===== config.mk =====
export PLATFORM = sky130hd
export DESIGN_NAME = ddr_pwr_tracker
export DESIGN_NICKNAME = d
export VERILOG_FILES = /design/src/rtl/ddr_pwr_pkg.sv /design/src/rtl/ddr_cmd_decode.sv /design/src/rtl/ddr_dll_wait.sv /design/src/rtl/ddr_pwr_fsm.sv /design/src/rtl/ddr_pwr_tracker.sv
export SDC_FILE = /design/constraint.sdc
export NUM_CORES = 1
export LEC_CHECK = 0
export ABC_AREA = 0
export CAP_MARGIN = 40
export CORE_MARGIN = 4
export CORE_UTILIZATION = 52
export DETAILED_ROUTE_END_ITERATION = 6
export PLACE_DENSITY = 0.77
export SETUP_SLACK_MARGIN = 0.02
export SYNTH_ARGS = -nofsm -noshare
export SYNTH_HDL_FRONTEND = slang
export SYNTH_HIERARCHICAL = 1
export SYNTH_SLANG_ARGS = --single-unit
export TNS_END_PERCENT = 5

===== constraint.sdc =====
create_clock -name clk -period 2.35 [get_ports clk]
set_input_delay 0.705 -clock clk [delete_from_list [all_inputs] [get_ports clk]]
set_output_delay 0.705 -clock clk [all_outputs]
set_load 0.005 [all_outputs]

===== src/rtl/ddr_pwr_pkg.sv =====
package ddr_pwr_pkg;

  typedef enum logic [2:0] {
    ST_IDLE   = 3'd0,
    ST_ACTIVE = 3'd1,
    ST_PPD    = 3'd2,
    ST_APD    = 3'd3,
    ST_SREF   = 3'd4,
    ST_SRX    = 3'd5
  } pstate_e;

  typedef enum logic [2:0] {
    CMD_DESEL = 3'd0,
    CMD_NOP   = 3'd1,
    CMD_AREF  = 3'd2,
    CMD_READ  = 3'd3,
    CMD_OTHER = 3'd4
  } cmd_e;

  function automatic logic is_quiet(input cmd_e c);
    return (c == CMD_DESEL) || (c == CMD_NOP);
  endfunction

  function automatic logic is_running(input pstate_e s);
    return (s == ST_IDLE) || (s == ST_ACTIVE);
  endfunction

  function automatic logic is_low_power(input pstate_e s);
    return (s == ST_PPD) || (s == ST_APD) || (s == ST_SREF);
  endfunction

endpackage


===== src/rtl/ddr_cmd_decode.sv =====
module ddr_cmd_decode
  import ddr_pwr_pkg::*;
(
  input  logic cs_n,
  input  logic ras_n,
  input  logic cas_n,
  input  logic we_n,
  output cmd_e cmd
);

  logic [2:0] strobes;
  assign strobes = {ras_n, cas_n, we_n};

  // strobe patterns below are only meaningful with chip select low
  always_comb begin
    if (cs_n) begin
      cmd = CMD_DESEL;
    end else begin
      case (strobes)
        3'b111:  cmd = CMD_NOP;
        3'b001:  cmd = CMD_AREF;
        3'b101:  cmd = CMD_READ;
        default: cmd = CMD_OTHER;
      endcase
    end
  end

endmodule


===== src/rtl/ddr_dll_wait.sv =====
module ddr_dll_wait #(
  parameter int CYCLES = 200
) (
  input  logic clk,
  input  logic rst,
  input  logic load,
  output logic busy,
  output logic last
);

  localparam int CW = $clog2(CYCLES + 1);
  localparam logic [CW-1:0] LOAD_VAL = CW'(CYCLES);

  logic [CW-1:0] cnt_q;

  always_ff @(posedge clk) begin
    if (rst) begin
      cnt_q <= '0;
    end else if (load) begin
      cnt_q <= LOAD_VAL;
    end else if (cnt_q != '0) begin
      cnt_q <= cnt_q - 1'b1;
    end
  end

  assign busy = (cnt_q != '0);
  assign last = (cnt_q <= CW'(1));

  // a fresh load always leaves the full window outstanding
  assert_load_full_R7: assert property (@(posedge clk) disable iff (rst)
    load |=> (cnt_q == LOAD_VAL));

endmodule


===== src/rtl/ddr_pwr_fsm.sv =====
module ddr_pwr_fsm
  import ddr_pwr_pkg::*;
(
  input  logic    clk,
  input  logic    rst,
  input  logic    cke,
  input  cmd_e    cmd,
  input  logic    col_busy,
  input  logic    bank_active,
  input  logic    wait_last,
  output pstate_e state_q,
  output logic    illegal_q,
  output logic    srx_load
);

  logic    cke_prev_q;
  pstate_e nxt;
  logic    bad;
  logic    quiet;
  logic    running;
  logic    low_pwr;
  pstate_e run_state;

  assign quiet     = is_quiet(cmd);
  assign running   = is_running(state_q);
  assign low_pwr   = is_low_power(state_q);
  assign run_state = bank_active ? ST_ACTIVE : ST_IDLE;

  always_comb begin
    nxt      = state_q;
    bad      = 1'b0;
    srx_load = 1'b0;
    case ({cke_prev_q, cke})
      2'b00: begin
        // held low, commands ignored
        if (!low_pwr) bad = 1'b1;
      end
      2'b01: begin
        // exit on a quiet command only
        if (low_pwr && quiet) begin
          if (state_q == ST_SREF) begin
            nxt      = ST_SRX;
            srx_load = 1'b1;
          end else begin
            nxt = run_state;
          end
        end else begin
          bad = 1'b1;
        end
      end
      2'b10: begin
        // entry only from a running state, no burst in flight
        if (running && !col_busy && quiet) begin
          nxt = bank_active ? ST_APD : ST_PPD;
        end else if (running && !col_busy && (cmd == CMD_AREF) && !bank_active) begin
          nxt = ST_SREF;
        end else begin
          bad = 1'b1;
        end
      end
      default: begin

        if (running) begin
          nxt = run_state;
        end else if ((state_q == ST_SRX) && quiet) begin
          if (wait_last) nxt = ST_IDLE;
        end else begin
          bad = 1'b1;
        end
      end
    endcase
    if (bad) nxt = state_q;
  end

  always_ff @(posedge clk) begin
    if (rst) begin
      cke_prev_q <= 1'b1;
      state_q    <= ST_IDLE;
      illegal_q  <= 1'b0;
    end else begin
      cke_prev_q <= cke;
      state_q    <= nxt;
      illegal_q  <= bad;
    end
  end

  assert_sref_entry_R4: assert property (@(posedge clk) disable iff (rst)
    (running && cke_prev_q && !cke && (cmd == CMD_AREF) && !bank_active && !col_busy)
      |=> (state_q == ST_SREF));

  assert_lp_hold_R5: assert property (@(posedge clk) disable iff (rst)
    (low_pwr && !cke_prev_q && !cke) |=> ($stable(state_q) && !illegal_q));

  assert_busy_drop_R9: assert property (@(posedge clk) disable iff (rst)
    (cke_prev_q && !cke && col_busy) |=> (illegal_q && $stable(state_q)));

  assert_wait_cmd_R8: assert property (@(posedge clk) disable iff (rst)
    ((state_q == ST_SRX) && !quiet) |=> ((state_q == ST_SRX) && illegal_q));

endmodule


===== src/rtl/ddr_pwr_tracker.sv =====
module ddr_pwr_tracker
  import ddr_pwr_pkg::*;
#(
  parameter int DLL_CYCLES = 200
) (
  input  logic       clk,
  input  logic       rst,
  input  logic       cke,
  input  logic       cs_n,
  input  logic       ras_n,
  input  logic       cas_n,
  input  logic       we_n,
  input  logic       col_busy,
  input  logic       bank_active,
  output logic [2:0] state_o,
  output logic       illegal_o,
  output logic       read_ok_o
);

  cmd_e    cmd;
  pstate_e state;
  logic    illegal;
  logic    srx_load;
  logic    wait_busy;
  logic    wait_last;

  ddr_cmd_decode u_dec (
    .cs_n  (cs_n),
    .ras_n (ras_n),
    .cas_n (cas_n),
    .we_n  (we_n),
    .cmd   (cmd)
  );

  ddr_dll_wait #(.CYCLES(DLL_CYCLES)) u_wait (
    .clk  (clk),
    .rst  (rst),
    .load (srx_load),
    .busy (wait_busy),
    .last (wait_last)
  );

  ddr_pwr_fsm u_fsm (
    .clk         (clk),
    .rst         (rst),
    .cke         (cke),
    .cmd         (cmd),
    .col_busy    (col_busy),
    .bank_active (bank_active),
    .wait_last   (wait_last),
    .state_q     (state),
    .illegal_q   (illegal),
    .srx_load    (srx_load)
  );

  assign state_o   = state;
  assign illegal_o = illegal;
  assign read_ok_o = is_running(state) && !wait_busy;

  // the relock counter only runs while the tracker sits in the wait state
  assert_wait_in_srx_R7: assert property (@(posedge clk) disable iff (rst)
    wait_busy |-> (state == ST_SRX));

endmodule


==> Word-level counts from Yosys, hierarchy flattened <==
Cells that the tools add are included.
{ "word_totals": {"word_cells": 70, "out_inout_bits": 5, "register_bits": 13, "input_bits": 9} }
{ "op_classes": {"reduce_logical": 23, "muxes": 24, "eq_ne": 14, "add_sub_neg": 1, "order_cmp": 1, "bitwise": 2} }
{ "op_table": {"columns": ["operator", "count"], "rows": [
  ["two-way mux 3 bit", 8],
  ["case mux 3 bit (3 select lines)", 2],
  ["two-way mux 8 bit", 2],
  ["equality test 3 bit (second input constant)", 4],
  ["two-way mux 1 bit", 11],
  ["equality test 3 x 1 -> 1 bit (second input constant)", 3],
  ["equality test 3 x 2 -> 1 bit (second input constant)", 3],
  ["less-or-equal comparator 8 x 1 -> 1 bit (second input constant)", 1],
  ["nonzero test 4 bit", 2],
  ["nonzero test 8 bit", 1],
  ["subtractor 8 x 1 -> 8 bit (second input constant)", 1],
  ["logical AND 1 bit", 7],
  ["zero test 3 bit", 2],
  ["AND reduction 6 bit", 1],
  ["logical OR 1 bit", 4],
  ["zero test 1 bit", 3],
  ["inequality test 3 x 1 -> 1 bit (second input constant)", 1],
  ["case mux 1 bit (3 select lines)", 1],
  ["equality test 2 x 1 -> 1 bit (second input constant)", 1],
  ["equality test 2 bit (second input constant)", 1],
  ["zero test 2 bit", 1],
  ["inequality test 2 x 1 -> 1 bit (second input constant)", 1],
  ["NOT 1 bit", 2],
  ["nonzero test 2 bit", 1],
  ["OR reduction 2 bit", 1]
]} }

==> Longest topological paths before layout <==
Gate-level depths: netlist (run 1).
{ "logic_depth": {"word_depth": 11, "depth_mapped": 8, "mapped_depth_nobuf": 8} }

==> By module <==
The synthesis (run 1) kept the hierarchy.
{ "by_module_without_submodules": {"columns": ["mod", "seq_area_each_um2", "area_each_um2", "cells_each", "instances"], "rows": [
  ["ddr_dll_wait", 160.2, 454.2, 51, 1],
  ["ddr_pwr_fsm", 100.1, 437.9, 49, 1],
  ["ddr_cmd_decode", 0.0, 32.5, 4, 1],
  ["ddr_pwr_tracker", 0.0, 10.0, 1, 1]
]} }

==> Worst setup path before layout (run 1) <==
No wires, ideal clock.
{ "synth_timing": {"path_kind": "register to output", "from": "reg u_wait.cnt_q[0]", "to": "out read_ok_o", "path_slack_ns": 0.242, "required_time_ns": 1.645, "path_stages_with_launch": 8, "t_arrival_ns": 1.403, "path_buffers": 1, "path_cell_list": "dfxtp_1 > inv_1 > ha_1 > or3b_1 > clkbuf_1 > nor2_2 > inv_1 > nor3_2"} }
{ "synth_between": {"elab_chain_len": 3} }
{ "synth_lines": {"columns": ["element", "line_no", "rtl"], "rows": [
  ["start: declaration", "ddr_dll_wait.sv:14", "logic [CW-1:0] cnt_q;"],
  ["start signal: assignment", "ddr_dll_wait.sv:22", "cnt_q <= cnt_q - 1'b1;"],
  ["nonzero test 8 bit", "ddr_dll_wait.sv:26", "assign busy = (cnt_q != '0);"],
  ["named net wait_busy", "ddr_pwr_tracker.sv:24", "logic wait_busy;"],
  ["zero test 1 bit", "ddr_pwr_tracker.sv:58", "assign read_ok_o = is_running(state) && !wait_busy;"],
  ["logical AND 1 bit", "ddr_pwr_tracker.sv:58", null],
  ["end: declaration", "ddr_pwr_tracker.sv:17", "output logic read_ok_o"]
]} }
The timed path passes the listed nets, and every way through them passes these cells.

==> Worst setup path after layout (run 1) <==
Ends and elaborated chain as after synthesis.

==> results of run 1 <==
-- power groups by stage --
stage          Clock, uW  Sequential, uW  Combinational, uW
5_1_grt              159             335               1130
3_3_place_gp           0             324                876
4_1_cts              146             323                933
3_5_place_dp           0             327                907
6_report             146             328               1040
2_1_floorplan          0             358                475
-- through the flow --
step	cells	util	hold slack [ps]
after CTS	169	0.765	571
final	171	0.785	576
after detailed placement	165	0.743	556
after global routing	171	0.785	618
after global placement	165	0.743	546
after floorplan	105	-	476
-- sequential cells by signal, summed over array words and instances (netlist names) --
name / count
u_fsm/cke_prev_q: 1
u_fsm/state_q: 3
u_fsm/illegal_q: 1
u_wait/cnt_q: 8
-- cell usage after synthesis (2+ instances only) --
cell type  count  area, sq um
nor2_1         4         15.0
nor3b_1        3         22.5
a2111oi_2      2         30.0
or2_2          2         12.5
nor4_1         3         18.8
dfxtp_1       13          260
a31oi_1        3         18.8
or4_1          2         15.0
nor3_2         2         20.0
or4_4          2         22.5
nand2b_1       3         18.8
or2b_1         2         15.0
mux2i_1        3         30.0
a211oi_1       3         22.5
nor3_1         3         15.0
ha_1           6         75.1
nand2_1        2         7.51
a21oi_1        7         35.0
inv_1         11         41.3
or3_1          3         18.8
o21ai_0        5         25.0
-- layer usage --
| layer | track usage | part of all wire | vias to the layer above |
|---|---|---|---|
| met4 | 0.139 | 0.038 | 0 |
| met2 | 0.404 | 0.51 | 33 |
| met3 | 0.0267 | 0.046 | 11 |
| met5 | 0 | 0 | - |
| li1 | - | - | 478 |
| met1 | 0.239 | 0.41 | 474 |
-- worst register-to-register path: cells and delay by family (launching register included) --
family | cells | cell delay, ps
multiplexers | 1 | 230
flip-flops | 1 | 320
AND/OR/NAND/NOR | 3 | 990
AO/OA/AOI/OAI | 2 | 430
buffers and inverters | 1 | 170
-- kinds of logic (layout without fill, tap and decap cells) --
group	count (synthesis)	after routing	share of synthesized area
AO/OA/AOI/OAI	29	29	0.245
adder cells (fa/ha/maj)	6	6	0.0803
buffers and inverters	13	54	0.0522
flip-flops	13	13	0.278
multiplexers	3	3	0.0321
AND/OR/NAND/NOR	41	41	0.312
-- timing repair --
| item | CTS | global route |
|---|---|---|
| pin swaps | 1 | 3 |
| gates resized for setup | 8 | 8 |
| buffers inserted | 0 | 2 |
| endpoints found under the setup margin | 4 | 4 |
-- cell type report --
class,count,share of cell area
well taps,25,0.0233
inverters,11,0.0308
clock buffers,4,0.0196
flip-flops and latches,13,0.195
repair buffers,39,0.239
multi-input cells,79,0.493
-- how the worst max path moves through the flow --
| stage | startpoint | endpoint | slack [ps] | cells past startpoint |
|---|---|---|---|---|
| floorplan | u_wait/cnt_q[0]$_SDFFE_PP0P_ | read_ok_o | 240 | 7 |
| global placement | cke | u_fsm/state_q[1]$_SDFFE_PP0P_ | -260 | 7 |
| detailed placement | cke | u_fsm/state_q[2]$_SDFFE_PP0P_ | -370 | 7 |
| CTS | u_wait/cnt_q[0]$_SDFFE_PP0P_ | read_ok_o | -1 | 7 |
| global route | u_wait/cnt_q[0]$_SDFFE_PP0P_ | read_ok_o | -110 | 7 |
| finish | u_wait/cnt_q[0]$_SDFFE_PP0P_ | read_ok_o | -30 | 7 |
==> flow_metrics.tcl, run 1 <==
set metrics [dict create \
    critPathRequiredTime_ps 1640 \
    min_to "u_fsm/state_q[0]$_SDFFE_PP0P_" \
    num-nets-final 162 \
    final_layout_size_suffix_gt1_frac 0.377 \
    final_area_sq_um 1340 \
    leakage_uw 0.000561 \
    critPathKind "register to primary output" \
    ctsHtreeMaxLevel 1 \
    antenna_found_initial 0 \
    dp_slack_ps -374 \
    slew_headroom 0.673 \
    hold_viol 0 \
    numCtsBuffers 3 \
    ant_nets 0 \
    max_cap_viol_count 0 \
    grtUsageTotal 0.222 \
    switching_share 0.391 \
    cp-end-kind "primary output" \
    startpoint_type "register" \
    globalRouteOverflowTotal 0 \
    place_congestion 0.875 \
    critical_path.top_delay_family "simple AND/OR/NAND/NOR gates" \
    critical_path_arrival_ps 1670 \
    placed_area_sq_um 1270 \
    slowest_stage "or3b_4" \
    tns_ps -28.7 \
    finalPower_uw 1510 \
    viasPerCell 5.82 \
    hp-class "register to register" \
    drt_first_pass_iters 4 \
    grt_pass1_wl_um 4200 \
    io_buffer_count 13 \
    avgSynthCellArea_sq_um 8.90 \
    grt_setup_unrepaired "true" \
    max_stage_delay_ps 390 \
    layout_common_cells "26 x buf_4, 12 x clkdlybuf4s50_1, 12 x dfxtp_1" \
    critical_path.cell_chain "inv_2 -> ha_4 -> or3b_4 -> nor2_4 -> inv_2 -> nor3_2 -> buf_2" \
    drc_errors 0 \
    fin_crit_sh 1.01 \
    fin_ws_ps -28.7 \
    syn-num-nets 120 \
    syn_area_sq_um 935 \
    cts_num_sinks 13 \
    yosysSeqAreaShare 0.278 \
    die_h_um 50.4 \
    timing.rr.end "u_fsm/state_q[1]$_SDFFE_PP0P_" \
    synthCells 105 \
    clock.fmax_ghz 0.420 \
    diodes 0 \
    power_density_nw_per_um2 1120 \
    core_sq_um 1710 \
    die_x_um 50.4 \
    layout_min_cycle_time_ps 2380 \
    grt_pass1_vias 952 \
    ioPinCount 14 \
    power_frac_comb 0.686 \
    synth_warnings 6 \
    setup-violations-final 1 \
    ff2ff_path_depth 7 \
    dp_hpwl_um 1880 \
    finalClockSkew_ps 3.77 \
    worstMarginPinSlew_ps 483 \
    drt_iter0_drc 24 \
    cts_buffer_depth 2 \
    clockRootBuffer "clkbuf_4" \
    wire_per_inst_um 14.6 \
    slew_violations 0 \
    r2r_slack_ps 140 \
    drt-total-wl_um 2500 \
    ys_types 42 \
    pwr-share-clk 0.097 \
    violations "negative setup slack" \
    intPower_uw 919 \
    cp_max_fo 2 \
    seq_area_sq_um 262 \
    hold_buffers 0 \
    vdd.ir_drop.worst_uv 654 \
    power_frac_seq 0.217 \
    rows 15 \
    layout_commonest_cell "buf_4" \
    clock_latency_ps 280 \
    rr_startpoint "u_wait/cnt_q[4]$_SDFFE_PP0P_" \
    vias 996 \
    multi_input_area_sq_um 661 \
    cp_common_cell "inv_2" \
    synth_async_sr_flop_share 0 \
    grt_max_degree 16 \
    hp-start "u_fsm/state_q[0]$_SDFFE_PP0P_" \
    fillers 117 \
    start_util 0.547 \
    synthFlopType "dfxtp_1" \
    p_sw_uw 590 \
    dieArea_sq_um 2540 \
    clkTransAtPathRegs_ps 80 \
    cts_tree "done" \
    holdPathStages 2 \
    synth-edff-count 0 \
    path_buf_inv 3 \
    status "finished, violations left" \
    synth-seq-cells 13 \
    area_growth_pct 43.5 \
]
No activity file was read; power rests on OpenSTA's default activity.
==> run 2, diff against run 1 <==
==> constraint.sdc (replaced) <==
create_clock -name clk -period 2.35 [get_ports clk]
set_input_delay 0.705 -clock clk [delete_from_list [all_inputs] [get_ports clk]]
set_output_delay 0.705 -clock clk [all_outputs]
set_load 0.01 [all_outputs]
==> run 2 against run 1 <==
  * The flow now finishes without violations
  * Sequential share of layout area decreased by 0.53 points
  * Core utilization rose by 2.6 points
  * Flip-flop and latch count unchanged
  * Count of clock-buffer cells in the layout unchanged
==> flow_metrics.tcl, run 2 (same netlist as run 1, synthesis figures left out) <==
set metrics [dict create \
    cp_common_cell "inv_1" \
    ant_nets 0 \
    largest_register_ff_count 8 \
    clock_latency_ps 280 \
    power_density_nw_per_um2 1110 \
    vias 983 \
    r2r_slack_ps 90 \
    start_util 0.547 \
    min_to "u_wait/cnt_q[1]$_SDFFE_PP0P_" \
    fin_crit_sh 0.988 \
    ctsHtreeMaxLevel 1 \
    hold_buffers 0 \
    critical_path.cell_chain "clkdlybuf4s50_1 -> inv_1 -> ha_1 -> inv_1 -> a31oi_1 -> buf_4 -> a2111oi_4 -> mux2i_1" \
    hp-class "register to register" \
    place_congestion 0.841 \
    timing.rr.end "u_fsm/state_q[0]$_SDFFE_PP0P_" \
    top_regs "u_wait/cnt_q x8, u_fsm/state_q x3" \
    area_growth_pct 48.2 \
    globalRouteOverflowTotal 0 \
    fillers 106 \
    critPathRequiredTime_ps 2550 \
    wire_per_inst_um 14.5 \
    regMostFlops "u_wait/cnt_q" \
    leakage_uw 0.000583 \
    grt_pass1_wl_um 3930 \
    setup-violations-final 0 \
    final_layout_size_suffix_gt1_frac 0.408 \
    critPathLaunch "cke" \
    dieArea_sq_um 2540 \
    hp-start "u_wait/cnt_q[0]$_SDFFE_PP0P_" \
    numCtsBuffers 3 \
    layout_common_cells "27 x buf_4, 11 x clkdlybuf4s50_1, 11 x dfxtp_1" \
    status "finished clean" \
    hold_viol 0 \
    clockRootBuffer "clkbuf_4" \
    diodes 0 \
    fin_ws_ps 27.2 \
    slew_violations 0 \
    viasPerCell 5.72 \
    grt_max_degree 16 \
    layout_commonest_cell "buf_4" \
    drt-total-wl_um 2490 \
    die_h_um 50.4 \
    slowest_stage "clkdlybuf4s50_1" \
    path_buf_inv 4 \
    max_cap_viol_count 0 \
    drt_iter0_drc 28 \
    cts_num_sinks 13 \
    io_buffer_count 13 \
    drt_first_pass_iters 4 \
    wl_met1_um 991 \
    cp_max_fo 3 \
    ff2ff_path_depth 7 \
    clock.fmax_ghz 0.431 \
    grt_setup_unrepaired "true" \
    wl_met3_um 160 \
    worstMarginPinSlew_ps 544 \
    finalPower_uw 1540 \
    clkTransAtPathRegs_ps 80 \
    rows 15 \
    max_stage_delay_ps 490 \
    startpoint_type "input port" \
    vdd.ir_drop.worst_uv 610 \
    num-nets-final 163 \
    cts_tree "done" \
    dp_slack_ps -358 \
    grt_pass1_vias 943 \
    grtUsageTotal 0.205 \
    core_sq_um 1710 \
    layout_min_cycle_time_ps 2320 \
    critical_path.top_delay_family "buffers and inverters" \
    slew_headroom 0.634 \
    drc_errors 0 \
    critPathKind "input port to register" \
    dp_hpwl_um 1750 \
    finalClockSkew_ps 0.559 \
    ioPinCount 14 \
    die_x_um 50.4 \
    wl_met2_um 1280 \
    critical_path_arrival_ps 2520 \
    cp-end-kind "register" \
    holdPathStages 3 \
    rr_startpoint "u_wait/cnt_q[4]$_SDFFE_PP0P_" \
    cts_buffer_depth 2 \
    top_layer "met4" \
    antenna_found_initial 0 \
]
-- run 2: how the worst max path moves through the flow --
stage,endpoint,depth (start not counted)
final,u_fsm/state_q[0]$_SDFFE_PP0P_,8
after global routing,read_ok_o,7
after CTS,read_ok_o,7
after detailed placement,u_fsm/state_q[0]$_SDFFE_PP0P_,7
after global placement,u_fsm/state_q[1]$_SDFFE_PP0P_,7
after floorplan,read_ok_o,7
-- run 2: report_power, final --
| group | internal, uW | total, uW | switching, uW |
|---|---|---|---|
| registers | 289 | 328 | 38.8 |
| clock network | 65.8 | 142 | 75.9 |
| logic | 569 | 1070 | 503 |
-- run 2: cell type report --
| class | instances | area [sq um] | share of cell area |
|---|---|---|---|
| Timing Repair Buffer | 40 | 330 | 0.238 |
| Multi-Input combinational cell | 79 | 693 | 0.500 |
| Tap cell | 25 | 31.3 | 0.0226 |
| Inverter | 11 | 41.3 | 0.0298 |
| Sequential cell | 13 | 263 | 0.190 |
| Clock buffer | 4 | 26.3 | 0.0190 |
-- run 2: through the flow --
stage	utilization	hold slack [ps]	cells	instance area, sq um	setup TNS, ps
floorplan	-	476	105	935	0
global route	0.811	634	172	1390	-49.7
CTS	0.777	583	170	1330	0
global placement	0.743	545	165	1270	-1360
detailed placement	0.743	569	165	1270	-1760
finish	0.811	604	172	1390	0
-- run 2: worst register-to-register path: stages, from the launching register on --
cell and delay, ps:
dfxtp_1 320, or4_4 560, buf_4 180, nor4_4 260, or2_2 170, a221oi_2 60, a2111oi_4 350, mux2i_1 280
-- run 2: layer usage --
layer	vias to the layer above	global-route usage
met2	41	0.374
met1	456	0.219
li1	480	-
met4	0	0.112
met3	6	0.0386
met5	-	0
-- run 2: what timing repair did --
action / CTS / global route
gates resized for setup: 14 / 7
setup endpoints to repair: 4 / 4
setup buffers: 1 / 2
pin swaps: 3 / 4
==> run 3, diff against run 2 <==
Settings changed: RECOVER_POWER from default to 50.
==> run 3 against run 2 <==
  * First-iteration DRC count unchanged
  * Count of clock-buffer cells in the layout is the same
  * Critical endpoint unchanged
  * Core utilization down 0.22 points
  * Clock power about the same
  * Routed wire length up 2.8%
  * Register-to-register slack hardly changed
  * Clock skew rose by 1.0 ps
  * Sequential power about the same
  * Largest power group unchanged
==> flow_metrics.tcl, run 3 (same netlist as run 1, synthesis figures left out) <==
set metrics [dict create \
    globalRouteOverflowTotal 0 \
    place_congestion 0.841 \
    ctsHtreeMaxLevel 1 \
    fin_ws_ps 24.6 \
    regMostFlops "u_wait/cnt_q" \
    grtUsageTotal 0.205 \
    holdPathStages 3 \
    ff2ff_path_depth 7 \
    cts_tree "done" \
    critPathLaunch "cke" \
    vdd.ir_drop.worst_uv 617 \
    clock_latency_ps 280 \
    critPathRequiredTime_ps 2550 \
    io_buffer_count 13 \
    timing.rr.end "u_fsm/state_q[0]$_SDFFE_PP0P_" \
    leakage_uw 0.000584 \
    cp-endpoint "u_fsm/state_q[0]$_SDFFE_PP0P_" \
    max_cap_viol_count 0 \
    ioPinCount 14 \
    start_util 0.547 \
    grt_pass1_wl_um 3930 \
    worstMarginPinSlew_ps 709 \
    slew_violations 0 \
    critical_path_arrival_ps 2520 \
    cts_num_sinks 13 \
    dp.cells 165 \
    largest_register_ff_count 8 \
    cp-end-kind "register" \
    instances_no_fill 172 \
    grt_max_degree 16 \
    die_h_um 50.4 \
    hp-class "register to register" \
    clock.fmax_ghz 0.430 \
    rows 15 \
    core_sq_um 1710 \
    drt_first_pass_iters 4 \
    clkTransAtPathRegs_ps 80 \
    hold_viol 0 \
    vias 1025 \
    startpoint_type "input port" \
    grt_setup_unrepaired "true" \
    setup-violations-final 0 \
    grt_pass1_vias 943 \
    num-nets-final 163 \
    critPathKind "input port to register" \
    status "finished clean" \
    dp_slack_ps -358 \
    drc_errors 0 \
    drt-total-wl_um 2560 \
    dieArea_sq_um 2540 \
    area_growth_pct 47.8 \
    layout_min_cycle_time_ps 2330 \
    finalPower_uw 1550 \
    dp_hpwl_um 1750 \
    cts_buffer_depth 2 \
    numCtsBuffers 3 \
    die_x_um 50.4 \
    layout_common_cells "24 x buf_4, 11 x dfxtp_1, 9 x clkdlybuf4s50_1" \
    layout_commonest_cell "buf_4" \
    diodes 0 \
    drt_iter0_drc 28 \
    top_regs "u_wait/cnt_q x8, u_fsm/state_q x3" \
    tns_ps 0 \
    cp_max_fo 3 \
    antenna_found_initial 0 \
    r2r_slack_ps 90 \
    hold_buffers 0 \
    ant_nets 0 \
    finalClockSkew_ps 1.60 \
    viasPerCell 5.96 \
    power_density_nw_per_um2 1120 \
    rr_startpoint "u_wait/cnt_q[4]$_SDFFE_PP0P_" \
    slew_headroom 0.528 \
    worst_hold_slack_ps 602 \
    wire_per_inst_um 14.9 \
    clockRootBuffer "clkbuf_4" \
    fin_crit_sh 0.990 \
    final_layout_size_suffix_gt1_frac 0.401 \
]
-- run 3: layout make-up --
class,count,area [sq um]
repair buffers,40,327
flip-flops and latches,13,263
multi-input cells,79,693
clock buffers,4,26.3
fillers,108,327
well taps,25,31.3
inverters,11,41.3
-- run 3: critical path, stage by stage --
cell	delay, ps
clkdlybuf4s50_1	490
inv_1	90
ha_1	240
inv_1	90
a31oi_1	40
buf_4	160
a2111oi_4	410
mux2i_1	280
-- run 3: worst min-delay path by stage --
| stage | startpoint | endpoint | slack, ps |
|---|---|---|---|
| 3_5_place_dp | u_fsm/state_q[0]$_SDFFE_PP0P_ | u_fsm/state_q[0]$_SDFFE_PP0P_ | 570 |
| 4_1_cts | u_fsm/state_q[0]$_SDFFE_PP0P_ | u_fsm/state_q[0]$_SDFFE_PP0P_ | 580 |
| 6_report | u_wait/cnt_q[0]$_SDFFE_PP0P_ | u_wait/cnt_q[1]$_SDFFE_PP0P_ | 600 |
| 2_1_floorplan | u_wait/cnt_q[6]$_SDFFE_PP0P_ | u_wait/cnt_q[6]$_SDFFE_PP0P_ | 480 |
| 3_3_place_gp | u_fsm/state_q[0]$_SDFFE_PP0P_ | u_fsm/state_q[0]$_SDFFE_PP0P_ | 540 |
| 5_1_grt | u_wait/cnt_q[0]$_SDFFE_PP0P_ | u_wait/cnt_q[1]$_SDFFE_PP0P_ | 630 |
-- run 3: per-layer routing --
| layer | part of all wire | GRT usage | up-vias | wire [um] |
|---|---|---|---|---|
| li1 | - | - | 482 | - |
| met1 | 0.39 | 0.219 | 467 | 990 |
| met2 | 0.50 | 0.374 | 57 | 1290 |
| met3 | 0.077 | 0.0386 | 19 | 196 |
| met4 | 0.033 | 0.112 | 0 | 85 |
| met5 | 0 | 0 | - | 0 |
-- run 3: power breakdown --
group          internal [uW]  switching, uW
sequential               290           39.6
combinational            568            512
clock                   65.9           77.6
total                    923            629
-- run 3: what timing repair did --
item                                   in CTS  in global routing
buffers inserted                            1                  2
gates cloned                                0                  0
pin swaps                                   3                  4
setup endpoints to repair                   4                  4
endpoints found under the hold margin       0                  0
resized for setup                          14                  7
-- run 3: metrics by stage --
stage	utilization	cell area, sq um
global route	0.809	1380
CTS	0.777	1330
detailed placement	0.743	1270
floorplan	-	935
global placement	0.743	1270
finish	0.809	1380
